[src/rtl/subcmp_pkg.sv]
package subcmp_pkg;

  typedef enum logic [1:0] {
    OPK_NONE = 2'd0,
    OPK_SUB  = 2'd1,
    OPK_SBC  = 2'd2,
    OPK_CMP  = 2'd3
  } opk_e;

  // Values 0..7 follow the low three opcode bits; SRC_IMM is extra.
  typedef enum logic [3:0] {
    SRC_B   = 4'd0,
    SRC_C   = 4'd1,
    SRC_D   = 4'd2,
    SRC_E   = 4'd3,
    SRC_H   = 4'd4,
    SRC_L   = 4'd5,
    SRC_MEM = 4'd6,
    SRC_ACC = 4'd7,
    SRC_IMM = 4'd8
  } src_e;

  localparam int GP_REGS = 6;

endpackage

[src/rtl/subcmp_decode.sv]
module subcmp_decode
  import subcmp_pkg::*;
#(
  parameter int REG_CYCLES = 4,
  parameter int MEM_CYCLES = 8,
  parameter int CYC_W      = 4
) (
  input  logic [7:0]       opcode,
  output opk_e             kind,
  output src_e             src,
  output logic             legal,
  output logic [CYC_W-1:0] cycles
);

  localparam logic [4:0] GRP_SUB = 5'b10010;
  localparam logic [4:0] GRP_SBC = 5'b10011;
  localparam logic [4:0] GRP_CMP = 5'b10111;

  always_comb begin
    kind  = OPK_NONE;
    src   = SRC_B;
    legal = 1'b0;
    if (opcode[7:3] == GRP_SUB) begin
      kind  = OPK_SUB;
      src   = src_e'({1'b0, opcode[2:0]});
      legal = 1'b1;
    end else if (opcode[7:3] == GRP_SBC) begin
      kind  = OPK_SBC;
      src   = src_e'({1'b0, opcode[2:0]});
      legal = 1'b1;
    end else if (opcode[7:3] == GRP_CMP) begin
      kind  = OPK_CMP;
      src   = src_e'({1'b0, opcode[2:0]});
      legal = 1'b1;
    end else begin
      case (opcode)
        8'hD6: begin kind = OPK_SUB; src = SRC_IMM; legal = 1'b1; end
        8'hDE: begin kind = OPK_SBC; src = SRC_IMM; legal = 1'b1; end
        8'hFE: begin kind = OPK_CMP; src = SRC_IMM; legal = 1'b1; end
        default: ;
      endcase
    end
  end

  // Sources needing an extra bus access cost the long count.
  always_comb begin
    if (legal && (src == SRC_MEM || src == SRC_IMM))
      cycles = CYC_W'(MEM_CYCLES);
    else
      cycles = CYC_W'(REG_CYCLES);
  end

endmodule

[src/rtl/subcmp_operand_mux.sv]
module subcmp_operand_mux
  import subcmp_pkg::*;
#(
  parameter int W = 8
) (
  input  src_e                       src,
  input  logic [GP_REGS-1:0][W-1:0]  gp_regs,
  input  logic [W-1:0]               acc,
  input  logic [W-1:0]               mem,
  input  logic [W-1:0]               imm,
  output logic [W-1:0]               operand
);

  always_comb begin
    case (src)
      SRC_B, SRC_C, SRC_D, SRC_E, SRC_H, SRC_L: operand = gp_regs[src[2:0]];
      SRC_MEM: operand = mem;
      SRC_ACC: operand = acc;
      SRC_IMM: operand = imm;
      default: operand = '0;
    endcase
  end

endmodule

[src/rtl/subcmp_borrow_chain.sv]
module subcmp_borrow_chain #(
  parameter int W    = 8,
  parameter int HALF = W / 2
) (
  input  logic [W-1:0] minuend,
  input  logic [W-1:0] subtrahend,
  input  logic         borrow_in,
  output logic [W-1:0] diff,
  output logic         half_borrow,
  output logic         full_borrow
);

  logic [W:0] bw;
  assign bw[0] = borrow_in;

  for (genvar i = 0; i < W; i++) begin : g_bit
    assign diff[i]  = minuend[i] ^ subtrahend[i] ^ bw[i];
    assign bw[i+1]  = (~minuend[i] & (subtrahend[i] | bw[i])) | (subtrahend[i] & bw[i]);
  end

  assign half_borrow = bw[HALF];
  assign full_borrow = bw[W];

endmodule

[src/rtl/subcmp_unit.sv]
module subcmp_unit
  import subcmp_pkg::*;
#(
  parameter  int W          = 8,
  parameter  int REG_CYCLES = 4,
  parameter  int MEM_CYCLES = 8,
  localparam int CYC_W      = $clog2(MEM_CYCLES + 1)
) (
  input  logic             clk,
  input  logic             rst_n,
  input  logic             in_valid,
  output logic             in_ready,
  input  logic [7:0]       in_opcode,
  input  logic [W-1:0]     in_acc,
  input  logic [W-1:0]     in_reg_b,
  input  logic [W-1:0]     in_reg_c,
  input  logic [W-1:0]     in_reg_d,
  input  logic [W-1:0]     in_reg_e,
  input  logic [W-1:0]     in_reg_h,
  input  logic [W-1:0]     in_reg_l,
  input  logic [W-1:0]     in_mem,
  input  logic [W-1:0]     in_imm,
  input  logic             in_carry,
  output logic             out_valid,
  input  logic             out_ready,
  output logic [W-1:0]     out_acc,
  output logic             out_acc_we,
  output logic             out_flags_we,
  output logic             out_z,
  output logic             out_n,
  output logic             out_h,
  output logic             out_c,
  output logic [CYC_W-1:0] out_cycles,
  output logic             out_illegal
);

  localparam int HALF = W / 2;

  opk_e                      kind;
  src_e                      src;
  logic                      legal;
  logic [CYC_W-1:0]          cycles;
  logic [GP_REGS-1:0][W-1:0] gp_regs;
  logic [W-1:0]              operand;
  logic                      borrow_in;
  logic [W-1:0]              diff;
  logic                      hb, fb;
  logic                      take;

  logic [W-1:0]              nx_acc;
  logic                      nx_acc_we, nx_flags_we, nx_z, nx_h, nx_c, nx_n;

  assign gp_regs = {in_reg_l, in_reg_h, in_reg_e, in_reg_d, in_reg_c, in_reg_b};

  subcmp_decode #(
    .REG_CYCLES(REG_CYCLES),
    .MEM_CYCLES(MEM_CYCLES),
    .CYC_W     (CYC_W)
  ) u_dec (
    .opcode(in_opcode),
    .kind  (kind),
    .src   (src),
    .legal (legal),
    .cycles(cycles)
  );

  subcmp_operand_mux #(.W(W)) u_mux (
    .src    (src),
    .gp_regs(gp_regs),
    .acc    (in_acc),
    .mem    (in_mem),
    .imm    (in_imm),
    .operand(operand)
  );

  // Carry used is the one that came with the instruction, before update.
  assign borrow_in = (kind == OPK_SBC) ? in_carry : 1'b0;

  subcmp_borrow_chain #(.W(W), .HALF(HALF)) u_sub (
    .minuend    (in_acc),
    .subtrahend (operand),
    .borrow_in  (borrow_in),
    .diff       (diff),
    .half_borrow(hb),
    .full_borrow(fb)
  );

  always_comb begin
    nx_acc      = in_acc;
    nx_acc_we   = 1'b0;
    nx_flags_we = 1'b0;
    nx_z        = 1'b0;
    nx_n        = 1'b0;
    nx_h        = 1'b0;
    nx_c        = 1'b0;
    if (legal) begin
      nx_flags_we = 1'b1;
      nx_z        = (diff == '0);
      nx_n        = 1'b1;
      nx_h        = hb;
      nx_c        = fb;
      if (kind != OPK_CMP) begin
        nx_acc    = diff;
        nx_acc_we = 1'b1;
      end
    end
  end

  assign in_ready = !out_valid || out_ready;
  assign take     = in_valid && in_ready;

  always_ff @(posedge clk) begin
    if (!rst_n) begin
      out_valid <= 1'b0;
    end else if (in_ready) begin
      out_valid <= in_valid;
    end
  end

  always_ff @(posedge clk) begin
    if (!rst_n) begin
      out_acc      <= '0;
      out_acc_we   <= 1'b0;
      out_flags_we <= 1'b0;
      out_z        <= 1'b0;
      out_n        <= 1'b0;
      out_h        <= 1'b0;
      out_c        <= 1'b0;
      out_cycles   <= '0;
      out_illegal  <= 1'b0;
    end else if (take) begin
      out_acc      <= nx_acc;
      out_acc_we   <= nx_acc_we;
      out_flags_we <= nx_flags_we;
      out_z        <= nx_z;
      out_n        <= nx_n;
      out_h        <= nx_h;
      out_c        <= nx_c;
      out_cycles   <= cycles;
      out_illegal  <= !legal;
    end
  end

endmodule

[config.mk]
export PLATFORM = sky130hd
export DESIGN_NAME = subcmp_unit
export DESIGN_NICKNAME = d
export VERILOG_FILES = /design/src/rtl/subcmp_pkg.sv /design/src/rtl/subcmp_decode.sv /design/src/rtl/subcmp_operand_mux.sv /design/src/rtl/subcmp_borrow_chain.sv /design/src/rtl/subcmp_unit.sv
export SDC_FILE = /design/constraint.sdc
export NUM_CORES = 1
export LEC_CHECK = 0
export BUFFER_PORTS_ARGS = -buffer_cell sky130_fd_sc_hd__buf_2
export CAP_MARGIN = 20
export CORE_AREA = 2 2 66 68
export CTS_CLUSTER_SIZE = 12
export DETAILED_ROUTE_END_ITERATION = 6
export DIE_AREA = 0 0 68 70
export GPL_ROUTABILITY_DRIVEN = 0
export GPL_TIMING_DRIVEN = 0
export PLACE_DENSITY_LB_ADDON = 0.25
export SETUP_SLACK_MARGIN = 0.5
export SLEW_MARGIN = 5
export SYNTH_ARGS = -nofsm -noshare
export SYNTH_HDL_FRONTEND = slang
export SYNTH_SLANG_ARGS = --single-unit
export TNS_END_PERCENT = 50
[constraint.sdc]
create_clock -name clk -period 9.9 [get_ports clk]
set_clock_uncertainty 0.1 [all_clocks]
set_input_delay 0.99 -clock clk [delete_from_list [all_inputs] [get_ports clk]]
set_output_delay 0.99 -clock clk [all_outputs]
set_load 0.02 [all_outputs]
==> results of run 1 <==
-- path summary, 6_finish.rpt --
| kind | from | endpoint |
|---|---|---|
| max | in_opcode[4] | out_z$_SDFFE_PN0P_ |
| min | out_acc[0]$_SDFFE_PN0P_ | out_acc[0]$_SDFFE_PN0P_ |
| max reg2reg | out_valid$_SDFFE_PN0N_ | out_z$_SDFFE_PN0P_ |
| min reg2reg | out_acc[0]$_SDFFE_PN0P_ | out_acc[0]$_SDFFE_PN0P_ |
-- kinds of logic (layout without fill, tap and decap cells) --
kind of cell               after synthesis  after routing  synth area share
buffers and inverters                   38            141            0.0975
DFF                                     17             17             0.178
AOI/OAI and AO/OA                       84             84             0.299
adders and majority gates                8              8            0.0838
muxes                                   24             24             0.136
and+or+nand+nor                         72             72             0.204
other                                    1              2           0.00196
-- synthesized netlist by cell type, types with 3 or more instances --
cell / number / area share
nand2_1: 13 / 0.026
nor2b_1: 10 / 0.033
nand3_1: 9 / 0.024
a21boi_0: 7 / 0.027
dfxtp_1: 17 / 0.18
a22oi_1: 14 / 0.055
o21ai_0: 18 / 0.047
o22ai_1: 8 / 0.026
a21oi_1: 3 / 0.0079
and2_1: 3 / 0.0098
buf_2: 8 / 0.021
mux2i_1: 8 / 0.042
o21ai_1: 7 / 0.018
inv_1: 10 / 0.020
nor2_1: 10 / 0.020
fa_1: 8 / 0.084
clkbuf_1: 12 / 0.024
mux2_2: 16 / 0.094
a31oi_1: 7 / 0.023
nand4_1: 5 / 0.016
o21bai_1: 7 / 0.027
a2111oi_0: 7 / 0.032
nor3_1: 14 / 0.037
buf_4: 5 / 0.020
-- sequential cells by signal, indices dropped and copies added, names as in the netlist --
| register | flops |
|---|---|
| out_acc_we | 1 |
| out_h | 1 |
| out_valid | 1 |
| out_c | 1 |
| out_n | 1 |
| out_z | 1 |
| out_acc | 8 |
| out_cycles | 2 |
| out_illegal | 1 |
-- metal layers --
| layer | global-route usage | part of all wire |
|---|---|---|
| met5 | 0 | 0 |
| met4 | 0.0489 | 0.0098 |
| met3 | 0.0435 | 0.086 |
| met2 | 0.411 | 0.49 |
| met1 | 0.309 | 0.41 |
-- through the flow --
step | utilization | power [uW] | cells
after floorplan | - | 133 | 245
after global placement | 0.598 | 165 | 396
after detailed placement | 0.598 | 167 | 396
after CTS | 0.608 | 220 | 400
after global routing | 0.608 | 233 | 400
final | 0.608 | 220 | 400
-- worst min-delay path: cells and delay by family (launching register included) --
kind               cells  cell delay (ns)
DFF                    1             0.31
AOI/OAI and AO/OA      1             0.05
and+or+nand+nor        1             0.06
-- final cells by class --
type,count,area [sq um],area share
Buffer,28,149,0.0591
Clock buffer,4,45.0,0.0179
Inverter,10,37.5,0.0149
Multi-Input combinational cell,190,1390,0.551
Sequential cell,17,340,0.135
Tap cell,52,65.1,0.0258
Timing Repair Buffer,99,495,0.197
-- report_power, final --
part	internal, uW	switching [uW]
clock	28.7	25.2
sequential	72.0	1.73
combinational	42.4	50.1
total	143	77.0
==> results.toml, run 1 <==
[global_routing]
grt_overflow = 0
grt_pass1_wl_microns = 8900
grt_max_degree = 11
antenna_found_initial = 0
grt_pass1_vias = 2124
grt.total_usage = 0.240

[clocking]
cts-root-buf = "clkbuf_8"
cts.clk_slew.worst_paths_ns = 0.07
clockBufferDepth = 2
cts_setup_buffers = 0
clk_latency_ns = 0.26
numCtsBuffers = 3
clock-sinks = 17
htreeDepth = 1
postCtsResizedCells = 0
hold_buffers = 0
cts_tree = "done"

[drt]
via_per_inst = 5.64
via_count = 2254
wire_per_inst_microns = 14.5
wl_microns = 5800
ant_nets = 0
drc_errors = 0
drt-initial-drc-count = 97
drt_pass1_iterations = 4

[timing]
hold_viol_final = 0
rsz0062_at_grt = "no"
tns_ns = 0
fmax_mhz = 161
worstMarginPinSlew_ns = 0.687
whs_ns = 0.356
slew_headroom = 0.530
fin_crit_sh = 0.626
layout_min_cycle_time_ns = 6.20
setup-violations-final = 0
slew_violations = 0
final.setup.worst_slack_ns = 3.70

[yosys]
synthDistinctLibCells = 40
async_reset_ff_frac = 0
synth_area_sq_um = 1910
synth_edf_count = 0
synthFlopType = "dfxtp_1"
syn_inst = 244
ys_warn_count = 0
seq_area_frac_synth = 0.178
postSynthAreaPerCell_sq_um = 7.84
yosys_register_bits = 17

[critical_path]
critical_path_buf_inv_count = 2
critPathCaptureType = "flop"
reg2reg_slack_ns = 8.46
critPathSlowestCell = "fa_1"
critical_path_class = "input pin to flop"
crit_path_frequent_cell = "fa_1"
cp.arrival_ns = 6.29
path_max_fanout = 9
critical-path-top-delay-family = "adder cells"
worstPathRequired_ns = 9.98
path_depth = 18
worst-r2r-cell-count = 5
start_kind = "input pin"
worst_path_largest_cell_delay_ns = 0.51
crit_chain = "buf_2 -> and2_1 -> clkbuf_1 -> nand4b_1 -> o22ai_1 -> o21ai_0 -> fa_1 -> fa_1 -> fa_1 -> fa_1 -> fa_1 -> fa_1 -> fa_1 -> fa_1 -> nand4_1 -> nor2_1 -> nand4_1 -> a21boi_0"

[cells_and_area]
design_area_sq_um = 2520
diodes = 0
fill_cells = 406
final_common_cell = "buf_2"
finalNetCount = 442
area_growth_pct = 31.9
final_cell_mix = "buf_2 (107), o21ai_0 (18), dfxtp_1 (17), mux2_2 (16)"
drive_above_1_share = 0.391

[outcome]
status = "finished clean"

[placement]
pre_cts_ws_ns = 3.47
portBuffers = 99
place_hpwl_microns = 4720
dpl_cell_area_sq_um = 2480

[pwr]
total_leakage_power_uw = 0.00114
max-vdd-ir-drop_uv = 81.6
power_density_nw_per_um2 = 87.3

[worst_hold_path]
hold_path_depth = 2
hold_path_class = "flop to flop"

[floorplanning]
core.rowCount = 24
die_h_microns = 70
start_util = 0.461
io_pins = 106
dieWidth_microns = 68
dieArea_sq_um = 4760
fp.coreArea_sq_um = 4140

[job]
drv_cap = 0
Note: power is estimated with default switching activity, not from simulation.
==> run 2: changes to the inputs <==
--- a/config.mk
+++ b/config.mk
@@ -5,12 +5,13 @@
 export SDC_FILE = /design/constraint.sdc
 export NUM_CORES = 1
 export LEC_CHECK = 0
+export ABC_AREA = 1
 export BUFFER_PORTS_ARGS = -buffer_cell sky130_fd_sc_hd__buf_2
 export CAP_MARGIN = 20
-export CORE_AREA = 2 2 66 68
+export CORE_AREA = 2 2 74 76
 export CTS_CLUSTER_SIZE = 12
 export DETAILED_ROUTE_END_ITERATION = 6
-export DIE_AREA = 0 0 68 70
+export DIE_AREA = 0 0 76 78
 export GPL_ROUTABILITY_DRIVEN = 0
 export GPL_TIMING_DRIVEN = 0
 export PLACE_DENSITY_LB_ADDON = 0.25
==> constraint.sdc (replaced) <==
create_clock -name clk -period 5 [get_ports clk]
set_clock_uncertainty 0.1 [all_clocks]
set_input_delay 0.5 -clock clk [delete_from_list [all_inputs] [get_ports clk]]
set_output_delay 0.5 -clock clk [all_outputs]
set_load 0.02 [all_outputs]
==> run 2 against run 1 <==
Against the previous run: critical endpoint unchanged; via count grew 20%; non-clock buffer count grew 16; register-to-register slack lost 5.1 ns; sequential power grew 100%; first-iteration DRC count grew 7.2%; synthesized cell count grew 49%; worst hold slack gained 0.0094 ns; count of clock-buffer cells in the layout shrank 1; flip-flop and latch count is the same.
==> results.toml, run 2 <==
[global_routing]
grt.total_usage = 0.223
grt_pass1_vias = 2586
grt_max_degree = 11
grt_overflow = 0
antenna_found_initial = 0
grt_pass1_wl_microns = 11000

[worst_hold_path]
min_delay_worst_endpoint = "out_z$_SDFFE_PN0P_"
hold_path_depth = 2
holdCritStartpoint = "out_z$_SDFFE_PN0P_"
hold_path_class = "flop to flop"

[critical_path]
path_max_fanout = 4
worst-r2r-cell-count = 6
r2r-end = "out_z$_SDFFE_PN0P_"
worstPathRequired_ns = 5.08
critPathCaptureType = "flop"
timing.rr.start = "out_valid$_SDFFE_PN0N_"
reg2reg_slack_ns = 3.37
start_kind = "input pin"
critical_path_class = "input pin to flop"
cp.arrival_ns = 4.95

[yosys]
syn_inst = 364
synthFlopType = "dfxtp_1"
synth_edf_count = 0
synthTopCellsByCount = "nand2_1 (104), inv_1 (64), nand3_1 (50), nor2_1 (34), dfxtp_1 (17)"
synthDistinctLibCells = 29
synth_top_area_share = 0.186
seq_area_frac_synth = 0.162
netlist_top_cells_area = "nand2_1 (19%), dfxtp_1 (16%), nand3_1 (12%)"
synth.most_common_cell = "nand2_1"
yosys_register_bits = 17
async_reset_ff_frac = 0
synth_area_sq_um = 2100
synth_top_area_cell = "nand2_1"
ys_warn_count = 0
postSynthAreaPerCell_sq_um = 5.76

[floorplanning]
dieArea_sq_um = 5930
core.rowCount = 26
dieWidth_microns = 76
start_util = 0.416
io_pins = 106
fp.coreArea_sq_um = 5040
die_h_microns = 78

[placement]
place_hpwl_microns = 5200
pre_cts_ws_ns = -0.428
portBuffers = 102

[drt]
wl_microns = 6740
wire_per_inst_microns = 11.9
drt_pass1_iterations = 4
via_per_inst = 4.77
ant_nets = 0
drt-initial-drc-count = 104
via_count = 2709
drc_errors = 0

[timing]
tns_ns = 0
fin_crit_sh = 0.974
slew_violations = 0
rsz0062_at_grt = "yes"
final.setup.worst_slack_ns = 0.132
setup-violations-final = 0
layout_min_cycle_time_ns = 4.87
fmax_mhz = 205
hold_viol_final = 0

[clocking]
cts-root-buf = "clkbuf_8"
cts_tree = "done"
numCtsBuffers = 3
clk_latency_ns = 0.25
hold_buffers = 0
clockBufferDepth = 2
cts.clk_slew.worst_paths_ns = 0.06
htreeDepth = 1
clock-sinks = 17

[outcome]
status = "finished clean"

[pwr]
total_leakage_power_uw = 0.00184
max-vdd-ir-drop_uv = 118
power_density_nw_per_um2 = 147
total_power_uw = 471

[cells_and_area]
largest_reg_flops = 8
final_cell_mix = "nand2_1 (96), buf_2 (95), inv_1 (60), nand3_1 (44), buf_4 (31)"
top_register = "out_acc"
diodes = 0
drive_above_1_share = 0.410
top_regs = "out_acc x8, out_cycles x2"
finalNetCount = 592
area_growth_pct = 53.0
final_common_cell = "nand2_1"

[job]
drv_cap = 0
==> run 2: layout make-up <==
class                      instances  area, sq um
buffer                            14          123
sequential                        17          340
multi-input combinational        266         1590
tap                               70         87.6
clock inverter                     1         5.00
inverter                          68          272
clock buffer                       3         41.3
timing repair buffer             129          753
fill                             466         1830
==> run 2: how the worst max path moves through the flow <==
stage	from	end	slack [ns]
after detailed placement	in_opcode[3]	out_z$_SDFFE_PN0P_	-0.43
after global routing	in_opcode[5]	out_z$_SDFFE_PN0P_	0.01
after CTS	in_opcode[6]	out_z$_SDFFE_PN0P_	0.06
after floorplan	in_opcode[0]	out_z$_SDFFE_PN0P_	0.1
final	in_opcode[4]	out_z$_SDFFE_PN0P_	0.13
after global placement	in_opcode[3]	out_z$_SDFFE_PN0P_	-0.34
==> run 2: routing by layer <==
metal,GRT usage,up-vias,routed length (microns),part of all wire
met3,0.0302,18,379,0.056
met1,0.270,1189,2880,0.43
met5,0,-,0,0
li1,-,1394,-,-
met2,0.407,108,3310,0.49
met4,0.0727,0,174,0.026
==> run 2: what timing repair did <==
action / in CTS / in global routing
pin swaps: 19 / 11
setup buffers: 23 / 4
gates resized for setup: 42 / 12
setup endpoints to repair: 4 / 4
==> run 2: where the power goes <==
group          internal, uW  switching (uW)
combinational          94.1             126
clock                  55.3            47.9
sequential              144            3.57
total                   293             178
==> run 2: through the flow <==
step / std cells / utilization / cell area [sq um] / hold slack, ns
2_1_floorplan: 365 / - / 2170 / 0.441
3_3_place_gp: 537 / 0.548 / 2760 / 0.348
3_5_place_dp: 537 / 0.548 / 2760 / 0.359
4_1_cts: 564 / 0.624 / 3150 / 0.375
5_1_grt: 568 / 0.636 / 3210 / 0.395
6_report: 568 / 0.636 / 3210 / 0.366
==> run 2: critical path, cell delays in order <==
cell and delay, ns:
buf_6 0.09, inv_4 0.04, nor2_4 0.13, o211ai_4 0.14, nor2_4 0.21, nand3_2 0.08, nand2_1 0.08, nand2_1 0.06
nand3_2 0.09, nand2_2 0.06, fa_2 0.36, fa_2 0.34, fa_2 0.35, fa_2 0.36, fa_2 0.35, fa_2 0.34
fa_2 0.35, fa_1 0.53, inv_2 0.05, nor4_2 0.13, nand4_1 0.13, a21oi_1 0.17
==> run 2: logic make-up after synthesis <==
group	synth area share
and+or+nand+nor	0.474
buffers and inverters	0.165
AOI/OAI and AO/OA	0.120
DFF	0.162
adders and majority gates	0.0763
other	0.00179
==> run 3: changes to the inputs <==
--- a/config.mk
+++ b/config.mk
@@ -5,17 +5,15 @@
 export SDC_FILE = /design/constraint.sdc
 export NUM_CORES = 1
 export LEC_CHECK = 0
-export ABC_AREA = 1
 export BUFFER_PORTS_ARGS = -buffer_cell sky130_fd_sc_hd__buf_2
 export CAP_MARGIN = 20
-export CORE_AREA = 2 2 74 76
+export CORE_AREA = 2 2 72 74
 export CTS_CLUSTER_SIZE = 12
 export DETAILED_ROUTE_END_ITERATION = 6
-export DIE_AREA = 0 0 76 78
+export DIE_AREA = 0 0 74 76
 export GPL_ROUTABILITY_DRIVEN = 0
 export GPL_TIMING_DRIVEN = 0
 export PLACE_DENSITY_LB_ADDON = 0.25
-export SETUP_SLACK_MARGIN = 0.5
 export SLEW_MARGIN = 5
 export SYNTH_ARGS = -nofsm -noshare
 export SYNTH_HDL_FRONTEND = slang
==> run 3 against run 2 <==
Against the previous run: the run now ends with negative setup slack left; sequential power about the same; combinational power down 12%; setup slack worse by 0.18 ns; flip-flop and latch count unchanged; worst hold slack worse by 0.0095 ns; final cell count down 27%; die area down 5.1%; count of clock-buffer cells in the layout unchanged; first-iteration DRC count up 22%; critical path depth down 5; wire length down 11%; power down 5.9%; critical endpoint unchanged; largest power group unchanged.
==> results.toml, run 3 (synthesis gave the netlist of run 1 again) <==
[global_routing]
antenna_found_initial = 0
grt_overflow = 0
grt_pass1_wl_microns = 9450
grt_max_degree = 11
grt_pass1_vias = 2108
grt.total_usage = 0.209

[cells_and_area]
diodes = 0
largest_reg_flops = 8
final_common_cell = "buf_2"
area_growth_pct = 38.0
top_register = "out_acc"
top_regs = "out_acc x8, out_cycles x2"
final_cell_mix = "buf_2 (101), dfxtp_1 (17), mux2_2 (16), o21ai_0 (16), nand2_1 (13)"
design_area_sq_um = 2640
drive_above_1_share = 0.452
finalNetCount = 441

[drt]
ant_nets = 0
via_count = 2220
drt-initial-drc-count = 127
drt_pass1_iterations = 4
wl_microns = 5960
via_per_inst = 5.32
drc_errors = 0
wire_per_inst_microns = 14.3

[critical_path]
critical_path_class = "input pin to flop"
path_max_fanout = 8
start_kind = "input pin"
worstPathRequired_ns = 5.09
cp.arrival_ns = 5.14
critPathCaptureType = "flop"

[pwr]
power_density_nw_per_um2 = 168
power.share.clock = 0.233
p_sw_frac = 0.347
switchingPower_uw = 154
p_int_uw = 289
p_comb_frac = 0.438
max-vdd-ir-drop_uv = 104
total_leakage_power_uw = 0.00117
seqPwrFrac = 0.329

[timing]
fin_crit_sh = 1.01
final.setup.worst_slack_ns = -0.0510
hold_viol_final = 0
layout_min_cycle_time_ns = 5.05
slew_violations = 0
setup-violations-final = 1
fmax_mhz = 198
rsz0062_at_grt = "yes"
slew_headroom = 0.491
worstMarginPinSlew_ns = 0.758

[clocking]
numCtsBuffers = 3
cts-root-buf = "clkbuf_8"
htreeDepth = 1
cts.clk_slew.worst_paths_ns = 0.07
clk_latency_ns = 0.25
cts_tree = "done"
clock-sinks = 17
hold_buffers = 0
clockBufferDepth = 2

[placement]
pre_cts_ws_ns = -0.525
portBuffers = 99
dpl_cell_area_sq_um = 2530
place_hpwl_microns = 4870

[floorplanning]
core.rowCount = 26
dieArea_sq_um = 5620
start_util = 0.389
die_h_microns = 76
fp.coreArea_sq_um = 4910
io_pins = 106
dieWidth_microns = 74

[worst_hold_path]
hold_path_class = "flop to flop"

[outcome]
violations = "negative setup slack"
status = "finished, violations left"

[job]
drv_cap = 0
## run 3: cell types whose count changed in the layout (fill, tap and decap cells not counted), moves of 9 or more
cell and change:
nand2_4 -10, a22oi_1 +12, mux2_2 +16, nand2_1 -83, nor2_1 -20, a21oi_1 -9, buf_4 -22, nor3_1 +12
nor2b_1 +10, inv_1 -50, nand3_1 -35
## run 3: timing repair
| action | CTS | global route |
|---|---|---|
| pin swaps | 2 | 4 |
| endpoints found under the hold margin | 0 | 0 |
| endpoints found under the setup margin | 2 | 2 |
| resized for setup | 13 | 7 |
| setup buffers | 2 | 0 |
## run 3: final cells by class
cell class,count,area [sq um]
clock inverter,1,5.00
buffer,25,174
clock buffer,3,41.3
multi-input combinational,190,1440
tap,70,87.6
sequential,17,340
timing repair buffer,101,510
fill,510,2270
inverter,10,37.5
## run 3: worst max-delay path, cell delays in order
cell and delay (ns):
buf_2 0.13, nor2b_1 0.14, or3_4 0.39, a22oi_2 0.26
o21ai_2 0.10, fa_2 0.36, fa_2 0.37, fa_2 0.37
fa_2 0.39, fa_2 0.38, fa_2 0.38, fa_2 0.36
fa_1 0.50, nand4_1 0.09, nor2_1 0.15, nand4_1 0.12
a21boi_1 0.16
## run 3: metal layers
| layer | up-vias | track usage | wire length (microns) |
|---|---|---|---|
| met5 | - | 0 | 0 |
| met4 | 0 | 0.0309 | 57 |
| met3 | 8 | 0.0476 | 489 |
| met2 | 102 | 0.342 | 2840 |
| met1 | 1006 | 0.284 | 2580 |
| li1 | 1104 | - | - |
## run 3: worst paths after layout
kind,slack [ns],startpoint,cells past startpoint,endpoint
worst min-delay path,0.36,out_acc[2]$_SDFFE_PN0P_,2,out_acc[2]$_SDFFE_PN0P_
worst max-delay path,-0.05,in_opcode[5],17,out_z$_SDFFE_PN0P_
worst min register to register,0.36,out_acc[2]$_SDFFE_PN0P_,2,out_acc[2]$_SDFFE_PN0P_
worst max register to register,3.53,out_valid$_SDFFE_PN0N_,5,out_illegal$_SDFFE_PN0P_
## run 3: through the flow
step / setup TNS, ns / util / std cells / hold WS [ns] / power [uW]
6_report: -0.0510 / 0.537 / 417 / 0.356 / 443
3_3_place_gp: -0.849 / 0.515 / 414 / 0.346 / 333
4_1_cts: -0.0548 / 0.533 / 417 / 0.362 / 442
5_1_grt: -0.272 / 0.537 / 417 / 0.382 / 473
3_5_place_dp: -1.00 / 0.515 / 414 / 0.353 / 336
2_1_floorplan: -0.0536 / - / 245 / 0.436 / 267
## run 3: power by group through the flow
| stage | registers [uW] | clock network (uW) | logic, uW |
|---|---|---|---|
| 2_1_floorplan | 158 | 0 | 110 |
| 3_3_place_gp | 149 | 0 | 184 |
| 3_5_place_dp | 149 | 0 | 187 |
| 4_1_cts | 146 | 104 | 192 |
| 5_1_grt | 147 | 112 | 214 |
| 6_report | 146 | 103 | 194 |
